### src/rtl/smb_cfg_pkg.sv
package smb_cfg_pkg;

  localparam int BYTE_W    = 8;
  localparam int IDX_W     = 7;
  localparam int IDX_OE_LO = 1;
  localparam int IDX_OE_HI = 2;
  localparam int IDX_CNT   = 4;
  localparam int IDX_AMP   = 5;

  typedef enum logic [2:0] {
    ST_IDLE,
    ST_ADDR,
    ST_CMD,
    ST_CNT,
    ST_WDAT,
    ST_ACK,
    ST_TX,
    ST_RACK
  } smb_state_t;

  // power-up content of each register
  function automatic logic [BYTE_W-1:0] reg_default(input int idx);
    case (idx)
      1:       return 8'h15;
      2:       return 8'hE0;
      3:       return 8'h08;
      4:       return 8'h06;
      5:       return 8'hD8;
      default: return 8'h00;
    endcase
  endfunction

  // byte to shift out next on a read stream
  function automatic logic [BYTE_W-1:0] next_tx(input logic hdr_pending,
                                                input logic [BYTE_W-1:0] left,
                                                input logic [BYTE_W-1:0] cnt_val,
                                                input logic [BYTE_W-1:0] reg_val);
    if (hdr_pending)
      return cnt_val;
    else if (left != '0)
      return reg_val;
    else
      return 8'hFF;
  endfunction

  // output-enable bit position inside its register for output k
  function automatic int oe_bit_pos(input int k);
    if (k < 3)
      return 4 - 2 * k;
    else
      return 10 - k;
  endfunction

endpackage

### src/rtl/smb_line_sync.sv
module smb_line_sync #(
  parameter int STAGES = 2
) (
  input  logic clk,
  input  logic rst_n,
  input  logic scl_i,
  input  logic sda_i,
  output logic scl_s,
  output logic sda_s,
  output logic scl_rise,
  output logic scl_fall,
  output logic start_ev,
  output logic stop_ev
);

  logic [STAGES-1:0] scl_pipe;
  logic [STAGES-1:0] sda_pipe;
  logic              scl_q;
  logic              sda_q;

  always_ff @(posedge clk or negedge rst_n) begin
    if (!rst_n) begin
      scl_pipe <= '1;
      sda_pipe <= '1;
      scl_q    <= 1'b1;
      sda_q    <= 1'b1;
    end else begin
      scl_pipe <= {scl_pipe[STAGES-2:0], scl_i};
      sda_pipe <= {sda_pipe[STAGES-2:0], sda_i};
      scl_q    <= scl_pipe[STAGES-1];
      sda_q    <= sda_pipe[STAGES-1];
    end
  end

  assign scl_s    = scl_pipe[STAGES-1];
  assign sda_s    = sda_pipe[STAGES-1];
  assign scl_rise = scl_s & ~scl_q;
  assign scl_fall = ~scl_s & scl_q;
  assign start_ev = scl_s & scl_q & sda_q & ~sda_s;
  assign stop_ev  = scl_s & scl_q & ~sda_q & sda_s;

endmodule

### src/rtl/smb_cfg_regs.sv
module smb_cfg_regs
  import smb_cfg_pkg::*;
#(
  parameter int NREG = 6
) (
  input  logic              clk,
  input  logic              rst_n,
  input  logic              we,
  input  logic [IDX_W-1:0]  widx,
  input  logic [BYTE_W-1:0] wdata,
  input  logic [IDX_W-1:0]  ridx,
  output logic [BYTE_W-1:0] rdata,
  output logic [BYTE_W-1:0] cnt_val,
  output logic [BYTE_W-1:0] oe_lo,
  output logic [BYTE_W-1:0] oe_hi,
  output logic [BYTE_W-1:0] amp_reg
);

  localparam int SEL_W = $clog2(NREG);

  logic [BYTE_W-1:0] bank [NREG];

  for (genvar g = 0; g < NREG; g++) begin : g_reg
    logic [BYTE_W-1:0] q;
    always_ff @(posedge clk or negedge rst_n) begin
      if (!rst_n)
        q <= reg_default(g);
      else if (we && (widx == IDX_W'(g)))
        q <= wdata;
    end
    assign bank[g] = q;
  end

  always_comb begin
    if (ridx < IDX_W'(NREG))
      rdata = bank[ridx[SEL_W-1:0]];
    else
      rdata = '0;
  end

  assign cnt_val = bank[IDX_CNT];
  assign oe_lo   = bank[IDX_OE_LO];
  assign oe_hi   = bank[IDX_OE_HI];
  assign amp_reg = bank[IDX_AMP];

endmodule

### src/rtl/smb_cfg_decode.sv
module smb_cfg_decode
  import smb_cfg_pkg::*;
#(
  parameter int NOUT = 6
) (
  input  logic [BYTE_W-1:0] oe_lo,
  input  logic [BYTE_W-1:0] oe_hi,
  input  logic [BYTE_W-1:0] amp_reg,
  output logic [NOUT-1:0]   out_en,
  output logic              amp_sel,
  output logic [2:0]        amp_code
);

  for (genvar k = 0; k < NOUT; k++) begin : g_oe
    if (k < 3) begin : g_lo
      assign out_en[k] = oe_lo[oe_bit_pos(k)];
    end else begin : g_hi
      assign out_en[k] = oe_hi[oe_bit_pos(k)];
    end
  end

  assign amp_sel  = amp_reg[7];
  assign amp_code = amp_reg[6:4];

  logic unused_bits;
  assign unused_bits = ^{oe_lo[7], oe_lo[5], oe_lo[3], oe_lo[1], oe_hi[4:0], amp_reg[3:0]};

endmodule

### src/rtl/smb_cfg_fsm.sv
module smb_cfg_fsm
  import smb_cfg_pkg::*;
#(
  parameter int         NREG     = 6,
  parameter logic [6:0] DEV_ADDR = 7'h6B
) (
  input  logic              clk,
  input  logic              rst_n,
  input  logic              scl_rise,
  input  logic              scl_fall,
  input  logic              start_ev,
  input  logic              stop_ev,
  input  logic              sda_s,
  input  logic [BYTE_W-1:0] rdata,
  input  logic [BYTE_W-1:0] cnt_val,
  output logic [IDX_W-1:0]  ptr_o,
  output logic              wr_en,
  output logic [IDX_W-1:0]  wr_idx,
  output logic [BYTE_W-1:0] wr_data,
  output logic              sda_drive,
  output logic              in_idle,
  output logic              byte_rx_done
);

  smb_state_t        st;
  smb_state_t        st_after;
  logic [BYTE_W-1:0] sh;
  logic [3:0]        bitn;
  logic [IDX_W-1:0]  ptr;
  logic              mode_byte;
  logic [BYTE_W-1:0] remaining;
  logic              hdr;
  logic [BYTE_W-1:0] txsh;
  logic              mack;
  logic              rx_state;
  logic [BYTE_W-1:0] tx_next;

  assign rx_state     = (st == ST_ADDR) || (st == ST_CMD) || (st == ST_CNT) || (st == ST_WDAT);
  assign byte_rx_done = rx_state && scl_fall && (bitn == 4'd8);
  assign wr_en        = byte_rx_done && (st == ST_WDAT) && (remaining != '0)
                        && (ptr < IDX_W'(NREG));
  assign wr_idx       = ptr;
  assign wr_data      = sh;
  assign ptr_o        = ptr;
  assign sda_drive    = (st == ST_ACK) || ((st == ST_TX) && !txsh[7]);
  assign in_idle      = (st == ST_IDLE);
  assign tx_next      = next_tx(hdr, remaining, cnt_val, rdata);

  always_ff @(posedge clk or negedge rst_n) begin
    if (!rst_n) begin
      st        <= ST_IDLE;
      st_after  <= ST_IDLE;
      sh        <= '0;
      bitn      <= '0;
      ptr       <= '0;
      mode_byte <= 1'b1;
      remaining <= '0;
      hdr       <= 1'b0;
      txsh      <= 8'hFF;
      mack      <= 1'b1;
    end else if (start_ev) begin
      st   <= ST_ADDR;
      bitn <= '0;
    end else if (stop_ev) begin
      st <= ST_IDLE;
    end else begin
      case (st)
        ST_ADDR, ST_CMD, ST_CNT, ST_WDAT: begin
          if (scl_rise && (bitn < 4'd8)) begin
            sh   <= {sh[6:0], sda_s};
            bitn <= bitn + 4'd1;
          end else if (byte_rx_done) begin
            bitn <= '0;
            st   <= ST_ACK;
            case (st)
              ST_ADDR: begin
                if (sh[7:1] != DEV_ADDR) begin
                  st <= ST_IDLE;
                end else if (sh[0]) begin
                  st_after  <= ST_TX;
                  hdr       <= !mode_byte;
                  remaining <= mode_byte ? 8'd1 : cnt_val;
                end else begin
                  st_after <= ST_CMD;
                end
              end
              ST_CMD: begin
                mode_byte <= sh[7];
                ptr       <= sh[6:0];
                remaining <= 8'd1;
                st_after  <= sh[7] ? ST_WDAT : ST_CNT;
              end
              ST_CNT: begin
                remaining <= sh;
                st_after  <= ST_WDAT;
              end
              default: begin
                if (remaining != '0) begin
                  ptr       <= ptr + 1'b1;
                  remaining <= remaining - 8'd1;
                end
                st_after <= ST_WDAT;
              end
            endcase
          end
        end
        ST_ACK: begin
          if (scl_fall) begin
            bitn <= '0;
            st   <= st_after;
            if (st_after == ST_TX) begin
              txsh <= tx_next;
              if (hdr) begin
                hdr <= 1'b0;
              end else if (remaining != '0) begin
                ptr       <= ptr + 1'b1;
                remaining <= remaining - 8'd1;
              end
            end
          end
        end
        ST_TX: begin
          if (scl_fall) begin
            if (bitn == 4'd7) begin
              st <= ST_RACK;
            end else begin
              bitn <= bitn + 4'd1;
              txsh <= {txsh[6:0], 1'b1};
            end
          end
        end
        ST_RACK: begin
          if (scl_rise) begin
            mack <= sda_s;
          end else if (scl_fall) begin
            if (!mack) begin
              st   <= ST_TX;
              bitn <= '0;
              txsh <= tx_next;
              if (hdr) begin
                hdr <= 1'b0;
              end else if (remaining != '0) begin
                ptr       <= ptr + 1'b1;
                remaining <= remaining - 8'd1;
              end
            end else begin
              st <= ST_IDLE;
            end
          end
        end
        default: ;
      endcase
    end
  end

endmodule

### src/rtl/smb_cfg_slave.sv
module smb_cfg_slave
  import smb_cfg_pkg::*;
#(
  parameter int         NREG        = 6,
  parameter int         NOUT        = 6,
  parameter int         SYNC_STAGES = 2,
  parameter logic [6:0] DEV_ADDR    = 7'h6B
) (
  input  logic            clk,
  input  logic            rst_n,
  input  logic            scl_i,
  input  logic            sda_i,
  output logic            sda_oe,
  output logic [NOUT-1:0] out_en,
  output logic            amp_sel,
  output logic [2:0]      amp_code
);

  // named internal events, observed by the bound checker
  logic              scl_s;
  logic              sda_s;
  logic              ev_scl_rise;
  logic              ev_scl_fall;
  logic              ev_start;
  logic              ev_stop;
  logic              bus_idle;
  logic              rx_done;
  logic              reg_we;
  logic [IDX_W-1:0]  reg_widx;
  logic [BYTE_W-1:0] reg_wdata;
  logic [IDX_W-1:0]  reg_ridx;
  logic [BYTE_W-1:0] reg_rdata;
  logic [BYTE_W-1:0] cnt_val;
  logic [BYTE_W-1:0] oe_lo;
  logic [BYTE_W-1:0] oe_hi;
  logic [BYTE_W-1:0] amp_reg;

  smb_line_sync #(.STAGES(SYNC_STAGES)) u_sync (
    .clk      (clk),
    .rst_n    (rst_n),
    .scl_i    (scl_i),
    .sda_i    (sda_i),
    .scl_s    (scl_s),
    .sda_s    (sda_s),
    .scl_rise (ev_scl_rise),
    .scl_fall (ev_scl_fall),
    .start_ev (ev_start),
    .stop_ev  (ev_stop)
  );

  smb_cfg_fsm #(.NREG(NREG), .DEV_ADDR(DEV_ADDR)) u_fsm (
    .clk          (clk),
    .rst_n        (rst_n),
    .scl_rise     (ev_scl_rise),
    .scl_fall     (ev_scl_fall),
    .start_ev     (ev_start),
    .stop_ev      (ev_stop),
    .sda_s        (sda_s),
    .rdata        (reg_rdata),
    .cnt_val      (cnt_val),
    .ptr_o        (reg_ridx),
    .wr_en        (reg_we),
    .wr_idx       (reg_widx),
    .wr_data      (reg_wdata),
    .sda_drive    (sda_oe),
    .in_idle      (bus_idle),
    .byte_rx_done (rx_done)
  );

  smb_cfg_regs #(.NREG(NREG)) u_regs (
    .clk     (clk),
    .rst_n   (rst_n),
    .we      (reg_we),
    .widx    (reg_widx),
    .wdata   (reg_wdata),
    .ridx    (reg_ridx),
    .rdata   (reg_rdata),
    .cnt_val (cnt_val),
    .oe_lo   (oe_lo),
    .oe_hi   (oe_hi),
    .amp_reg (amp_reg)
  );

  smb_cfg_decode #(.NOUT(NOUT)) u_dec (
    .oe_lo    (oe_lo),
    .oe_hi    (oe_hi),
    .amp_reg  (amp_reg),
    .out_en   (out_en),
    .amp_sel  (amp_sel),
    .amp_code (amp_code)
  );

endmodule

### config.mk
export PLATFORM = sky130hd
export DESIGN_NAME = smb_cfg_slave
export DESIGN_NICKNAME = d
export VERILOG_FILES = /design/src/rtl/smb_cfg_pkg.sv /design/src/rtl/smb_line_sync.sv /design/src/rtl/smb_cfg_regs.sv /design/src/rtl/smb_cfg_decode.sv /design/src/rtl/smb_cfg_fsm.sv /design/src/rtl/smb_cfg_slave.sv
export SDC_FILE = /design/constraint.sdc
export NUM_CORES = 1
export LEC_CHECK = 0
export ABC_AREA = 1
export CORE_MARGIN = 4
export CORE_UTILIZATION = 39
export DETAILED_ROUTE_END_ITERATION = 8
export DONT_BUFFER_PORTS = 1
export GPL_ROUTABILITY_DRIVEN = 0
export PLACE_DENSITY = 0.53
export SLEW_MARGIN = 25
export SYNTH_ARGS = -nofsm -noshare
export SYNTH_HDL_FRONTEND = slang
export SYNTH_SLANG_ARGS = --single-unit
### constraint.sdc
create_clock -name clk -period 4.61 [get_ports clk]
set_clock_uncertainty 0.05 [all_clocks]
set_input_delay 0.2305 -clock clk [delete_from_list [all_inputs] [get_ports clk]]
set_output_delay 0.2305 -clock clk [all_outputs]
set_load 0.1 [all_outputs]
Word level (Yosys, flattened, before mapping)
Index checks and enable logic that the tools add are counted.
{ "totals": {"regBits": 98, "latch_bits": 0, "mem_bits_rw": 0, "mem_bits_ro": 0, "out_inout_bits": 11, "elab_cells": 203, "n_memories": 0} }
{ "classes": {"n_addsub": 3, "mul": 0, "n_div": 0, "order_cmp": 3, "eq_ne": 47, "shift": 0, "n_mux": 78, "n_bitwise": 15, "reduce_logical": 37} }
{ "op_table": {"columns": ["cell", "count"], "rows": [
  ["$mux W8", 24],
  ["$pmux W8 S3", 3],
  ["$mux W7", 9],
  ["$mux W3", 15],
  ["$mux W4", 10],
  ["$bmux W8 S3", 1],
  ["$pmux W7 S3", 1],
  ["$ne A2 B2 Y1 const B", 9],
  ["$ne A4 B3 Y1 const B", 4],
  ["$pmux W4 S4", 1],
  ["$eq A3 B3 Y1 const B", 5],
  ["$eq A7 B2 Y1 const B", 2],
  ["$eq A7 B3 Y1 const B", 2],
  ["$pmux W7 S2", 1],
  ["$logic_and A1 B1 Y1", 13],
  ["$reduce_and A13 Y1", 1],
  ["$ne A2 B1 Y1 const B", 6],
  ["$ne A3 B2 Y1 const B", 4],
  ["$ne A3 B3 Y1 const B", 4],
  ["$ne A4 B4 Y1 const B", 3],
  ["$pmux W3 S4", 1],
  ["$reduce_and A12 Y1", 1],
  ["$reduce_and A6 Y1", 2],
  ["$reduce_and A11 Y1", 1],
  ["other kinds (32)", 60]
]} }

Depth between registers and ports, before layout
Gate-level depths: netlist of run 1.
{ "depth": {"word_depth": 11, "ltp_mapped": 12} }

Hierarchy
A second synthesis of run 1 with hierarchy kept.
{ "hier_totals": {"cells_unflattened": 841, "area_unflattened_um2": 6017.0} }
{ "by_module_without_submodules": {"columns": ["module", "n_inst", "cells_each", "area_each_um2"], "rows": [
  ["smb_cfg_fsm", 1, 490, 3261.9],
  ["smb_cfg_regs", 1, 324, 2481.1],
  ["smb_line_sync", 1, 17, 198.9],
  ["smb_cfg_decode", 1, 10, 75.1]
]} }

Least setup slack after synthesis of run 1
OpenSTA, ideal clock, no wires.
{ "synth_timing": {"kind": "reg2out", "from": "reg u_fsm.st[0]", "to": "out sda_oe", "arrival_time_ns": 2.399, "required_ns": 4.330, "path_slack_ns": 1.931, "stages_incl_launch_ff": 6, "path_cell_list": "dfrtp_1 inv_2 nand3_1 buf_2 buf_2 o22ai_1"} }
{ "synth_via": {"elab_chain_cells": 3, "word_cells_on_any_way": 4, "classes_between": "eq/ne: 2; reduce/logical: 2"} }
{ "synth_rtl": {"columns": ["item", "line", "source"], "rows": [
  ["start: declaration", "smb_cfg_fsm.sv:25", "smb_state_t st;"],
  ["start signal: assignment", "smb_cfg_fsm.sv:110", "st <= st_after;"],
  ["$eq A3 B3 Y1", "smb_cfg_fsm.sv:45", "assign sda_drive = (st == ST_ACK) || ((st == ST_TX) && !txsh[7]);"],
  ["$logic_and A1 B1 Y1", "smb_cfg_fsm.sv:45", null],
  ["$logic_or A1 B1 Y1 *", "smb_cfg_fsm.sv:45", null],
  ["end: declaration", "smb_cfg_slave.sv:13", "output logic sda_oe,"]
]} }
Mark *: on every way between the ends. The rest lies on a longest branch, timed or not.

Worst setup path in the final report of run 1
{ "layout_timing": {"from": "reg u_fsm.st[1]", "to": "out sda_oe"} }
Same word-level chain as after synthesis.

==> results of run 1 <==
-- where the power goes --
part | internal, mW | switching, mW | leakage (nW) | total, mW
registers | 1.04 | 0.212 | 1.24 | 1.25
logic | 0.450 | 1.08 | 1.41 | 1.53
clock network | 0.435 | 0.335 | 0.150 | 0.771
-- cell families after synthesis --
kind of cell	after synthesis	synth area share, %
compound gates	160	16.2
xor+xnor	9	1.37
fa+ha+maj	8	1.74
buf+inv	117	9.68
flops	98	43.3
simple gates	352	27.8
-- per-stage QoR --
step	util (%)	hold WS, ns	instance area [um^2]
final	42.3	0.307	6130
after global routing	42.3	0.319	6130
after CTS	42.3	0.309	6130
after detailed placement	39.9	-0.108	5770
after global placement	39.8	-0.108	5760
after floorplan	-	-0.115	5750
-- area by class of cell --
type                       instances  area, um^2
timing repair buffer               4        57.6
clock buffer                      11         243
multi-input combinational        529        2720
tap                              184         230
clock inverter                     5        53.8
fill                            1511        8350
inverter                          87         332
sequential                        98        2490
-- layer usage --
layer | vias to the layer above | track usage (%)
met2 | 145 | 26.5
li1 | 2373 | -
met4 | 0 | 6.23
met5 | - | 0
met1 | 2222 | 29.6
met3 | 15 | 3.96
-- cells in the mapped netlist (2+ instances only) --
cell type  instances  area [um^2]
inv_4              2         12.5
nand3_4            4         70.1
clkinv_1           3         11.3
buf_2              3         15.0
a32oi_1            3         26.3
nand2_2           11         68.8
nand3_1           34          170
o211ai_1           4         30.0
dfstp_2           29          762
o21ai_2           26          228
nor2_2             3         18.8
nand4_4            2         42.5
buf_4              9         67.6
xor2_1             8         70.1
o22ai_1            2         12.5
inv_2              7         26.3
nand4_1            5         31.3
clkbuf_1           8         30.0
inv_1             75          282
nor2_4             2         22.5
o21ai_0           49          245
nand2_1          213          800
a21oi_1           36          180
nand3_2            3         30.0
nor3_1             4         20.0
nor2_1            65          244
ha_1               8          100
dfrtp_1           69         1730
a31oi_1            2         12.5
o21ai_1           36          180
buf_6             10          113
-- worst register-to-register path, delay by kind of cell, from the launching register on --
family / cells / cell delay [ns]
AOI/OAI and AO/OA: 3 / 0.23
adders and majority gates: 1 / 0.49
buffers and inverters: 1 / 0.68
DFF: 1 / 0.85
and+or+nand+nor: 3 / 0.22
-- worst min-delay path by stage --
stage	start	to
after floorplan	rst_n	u_fsm.bitn[0]$_DFFE_PN0P_
after global placement	rst_n	u_regs.g_reg[3].q[1]$_DFFE_PN0P_
after detailed placement	rst_n	u_regs.g_reg[3].q[2]$_DFFE_PN0P_
after CTS	u_sync.sda_pipe[0]$_DFF_PN1_	u_sync.sda_pipe[1]$_DFF_PN1_
after global routing	u_sync.sda_pipe[0]$_DFF_PN1_	u_sync.sda_pipe[1]$_DFF_PN1_
final	u_sync.sda_pipe[0]$_DFF_PN1_	u_sync.sda_pipe[1]$_DFF_PN1_
-- what timing repair did --
item	4_1_cts	5_1_grt
buffers inserted	0	0
endpoints found under the hold margin	100	0
hold buffers	4	0
endpoints found under the setup margin	0	0
==> flow_summary.toml, run 1 <==
[floorplanning]
core_um2 = 14500
row_count = 44
die_w_um = 129
initial_utilization_pct = 39.7
die_area_um2 = 16800
ios = 15
fp.dieH_um = 129

[synthesis]
synth_edf_count = 0
netlist_instances = 744
ys.flop_type = "dfrtp_1"
yosysWarnings = 0
synth_cell_types = 40
synth.avg_cell_area_um2 = 7.73
synth.net_count = 756
ys_ff_latch = 98
seq_area_frac_synth_pct = 43.3
syn_area_um2 = 5750
async_flop_share_pct = 100

[placement]
portBuffers = 0
pre_cts_ws_ns = 2.03
placed_cells_incl_taps = 898
place_hpwl_um = 10600

[timing]
min_period_over_period_pct = 59.0
layout_min_cycle_time_ns = 2.72
timing.fmax_ghz = 0.368
setup_violations = 0
hold_viol_final = 0
slew_headroom_pct = 34.6
tightest_slew_ns = 0.981
rsz0062_at_grt = "no"
setup_ws_ns = 1.89
tns_ns = 0
slew_violations = 0

[grt]
grt_overflow = 0
antenna_found_initial = 0
grt_max_degree = 99
grt_use_total_pct = 19.1
grt_pass1_wl_um = 24800
grt_pass1_vias = 4451

[setup_path]
path_delay_family = "compound AO/OA/AOI/OAI gates"
crit_cells = 2
reg2regPathDepth = 8
worstReg2RegStart = "u_fsm.ptr_o[0]$_DFFE_PN0P_"
rrSetupSlack_ns = 1.95
startpoint_type = "flop"
crit_required_ns = 4.33
end_kind = "output port"
path_cells = "nand3_1 -> o22ai_4"
cpPeakStageDelay_ns = 0.83
cp_num_buf_inv = 0
startpoint = "u_fsm.st[1]$_DFFE_PN0P_"
rr_endpoint = "u_fsm.ptr_o[1]$_DFFE_PN0P_"
path_class = "flop to output port"
cp_max_fo = 20
crit_path_end = "sda_oe"
slowest_stage = "o22ai_4"
cp.arrival_ns = 2.44

[final_layout]
instances_no_fill = 918
largest_register_ffs = 16
regMostFlops = "u_regs.g.q"
drive_above_1_share_pct = 15.1
nNetsFinal = 741
syn_to_final_growth_pct = 6.48
final_cell_mix = "213 x nand2_1, 75 x inv_1, 69 x dfrtp_1"
final_common_cell = "nand2_1"
diodes = 0

[detailed_routing]
vias = 4755
drc = 0
wl_um = 14900
drtAntennaViolNets = 0
dr.pass1.iters = 5
topRoutingLayerUsed = "met4"
wl_per_cell_um = 16.3
route.met3.wl_um = 976
wl_met1_um = 7450
drtIter0Drc = 384
via_per_inst = 5.18
wl_met2_um = 6260

[hold_path]
worstHoldPathCells = 0
hold_class = "flop to flop"

[power_and_ir_drop]
power.total_mw = 3.55
leakagePower_nw = 2.80
ir_worst_vdd_uv = 219
power_density_nw_per_um2 = 579

[clock_tree]
ctsHtreeMaxLevel = 3
cts_resized = 0
clk_latency_ns = 0.35
path_clk_slew_ns = 0.06
cts_root_buf = "clkbuf_16"
cts_made_buffers = 9
cts_sinks = 98
cts_buffer_depth = 2
cts_tree = "built"

[run]
max_cap_violations = 0

[status]
outcome = "complete, no violations"
Power figures use the tool's default switching activity.
==> run 2, diff against run 1 <==
Clock period 4.61 ns to 2.8 ns, I/O delays scaled along.
==> run 2 against run 1 <==
  * Routed wire length rose by 0.74%
  * Register-to-register slack got worse by 1.3 ns
  * Cell area rose by 1.4%
  * Largest power group unchanged
==> flow_summary.toml, run 2 (same netlist as run 1, synthesis figures left out) <==
[status]
outcome = "complete, no violations"

[clock_tree]
cts_buffer_depth = 2
cts_setup_buffers = 0
clk_latency_ns = 0.35
cts_tree = "built"
cts_root_buf = "clkbuf_16"
cts_sinks = 98
ctsHtreeMaxLevel = 3
cts_made_buffers = 9
path_clk_slew_ns = 0.07

[timing]
rsz0062_at_grt = "no"
min_period_over_period_pct = 77.2
tightest_slew_ns = 0.691
setup_violations = 0
slew_headroom_pct = 53.8
timing.fmax_ghz = 0.463
layout_min_cycle_time_ns = 2.16
tns_ns = 0
slew_violations = 0
hold_viol_final = 0

[placement]
place_hpwl_um = 10800
portBuffers = 0
post_dp_cell_area_um2 = 5880

[power_and_ir_drop]
power_density_nw_per_um2 = 943
leakagePower_nw = 2.86
power.share.sequential_pct = 33.6
p_sw_mw = 2.75
p_int_mw = 3.11
switching_share_pct = 46.9
ir_worst_vdd_uv = 469
pwr-share-comb_pct = 46.4
clockPowerShare_pct = 20.0

[grt]
grt_use_total_pct = 19.1
grt_pass1_wl_um = 24600
grt_pass1_vias = 4473
antenna_found_initial = 0
grt_overflow = 0
grt_max_degree = 99

[detailed_routing]
dr.pass1.iters = 5
wl_um = 15000
drtIter0Drc = 347
drc = 0
wl_met2_um = 6290
drtAntennaViolNets = 0
route.met3.wl_um = 762
wl_met1_um = 7700
vias = 4804
via_per_inst = 5.15
wl_per_cell_um = 16.1
topRoutingLayerUsed = "met4"

[setup_path]
startpoint_type = "flop"
crit_required_ns = 2.97
path_class = "flop to flop"
cp_max_fo = 16
end_kind = "flop"
cp.arrival_ns = 2.33

[floorplanning]
core_um2 = 14500
die_w_um = 129
ios = 15
row_count = 44
die_area_um2 = 16800
initial_utilization_pct = 39.7
fp.dieH_um = 129

[hold_path]
hold_class = "input port to flop"

[final_layout]
diodes = 0
nNetsFinal = 756
post-route-util_pct = 42.9
regMostFlops = "u_regs.g.q"
largest_register_ffs = 16
fill_cells = 1447
final_cell_mix = "213 x nand2_1, 75 x inv_1, 69 x dfrtp_1"
fin_area_um2 = 6210
drive_above_1_share_pct = 17.0
final_common_cell = "nand2_1"
syn_to_final_growth_pct = 8.00

[run]
max_cap_violations = 0
run 2: cell count changes in the layout (fill, tap and decap cells not counted), moves of 2 or more:
cell,previous run,this run
buf_4,0,15
clkinvlp_4,0,3
clkinv_2,3,1
clkinv_4,0,2
run 2: layout make-up:
type / instances / area, um^2 / share of cell area [%]
Multi-Input combinational cell: 529 / 2710 / 43.7
Sequential cell: 98 / 2490 / 40.1
Clock buffer: 9 / 225 / 3.62
Inverter: 87 / 332 / 5.34
Tap cell: 184 / 230 / 3.71
Timing Repair Buffer: 19 / 170 / 2.74
Clock inverter: 7 / 53.8 / 0.866
run 2: metrics by stage:
stage          total power, mW  worst slack, ns  cells  hold WS (ns)
4_1_cts                   5.88            0.621    933         0.263
6_report                  5.86            0.638    933         0.272
5_1_grt                   6.34            0.454    933         0.274
3_3_place_gp              4.63            0.672    913        -0.200
3_5_place_dp              4.65            0.639    913        -0.198
2_1_floorplan             3.94            0.211    744        -0.206
run 2: per-layer routing:
metal	GRT usage (%)	vias up
li1	-	2392
met5	0	-
met1	29.4	2278
met4	6.72	0
met3	3.87	21
met2	26.4	113
run 2: path summary, 6_finish.rpt:
kind | to | depth (start not counted) | startpoint | slack (ns)
worst max-delay path | u_regs.g_reg[3].q[2]$_DFFE_PN0P_ | 10 | u_fsm.remaining[0]$_DFFE_PN0P_ | 0.64
worst min-delay path | u_sync.scl_pipe[0]$_DFF_PN1_ | 1 | scl_i | 0.27
worst max register to register | u_regs.g_reg[3].q[2]$_DFFE_PN0P_ | 10 | u_fsm.remaining[0]$_DFFE_PN0P_ | 0.64
worst min register to register | u_sync.scl_pipe[1]$_DFF_PN1_ | 0 | u_sync.scl_pipe[0]$_DFF_PN1_ | 0.31
max in group asynchronous | u_regs.cnt_val[2]$_DFFE_PN1P_ | 2 | rst_n | 1.90
min in group asynchronous | u_fsm.remaining[2]$_DFFE_PN0P_ | 2 | rst_n | 0.36
run 2: power by group through the flow:
stage | combinational [mW] | sequential [mW] | clock (mW)
3_5_place_dp | 2.67 | 1.99 | 0
2_1_floorplan | 2.06 | 1.88 | 0
6_report | 2.72 | 1.97 | 1.17
3_3_place_gp | 2.65 | 1.98 | 0
4_1_cts | 2.71 | 1.97 | 1.20
5_1_grt | 3.06 | 2.01 | 1.28
run 2: worst max-delay path: stages (launching register included):
cell	delay (ns)
dfrtp_1	0.37
inv_1	0.10
ha_1	0.20
nand3_1	0.09
inv_1	0.04
nand2_1	0.17
nand3_2	0.17
nor2_8	0.28
nand4_4	0.30
nand2_1	0.17
o21ai_2	0.07
run 2: timing repair:
| item | in CTS | in global routing |
|---|---|---|
| hold buffers | 4 | 0 |
| hold endpoints to repair | 100 | 0 |
| gates resized for setup | 0 | 0 |
| endpoints found under the setup margin | 0 | 0 |
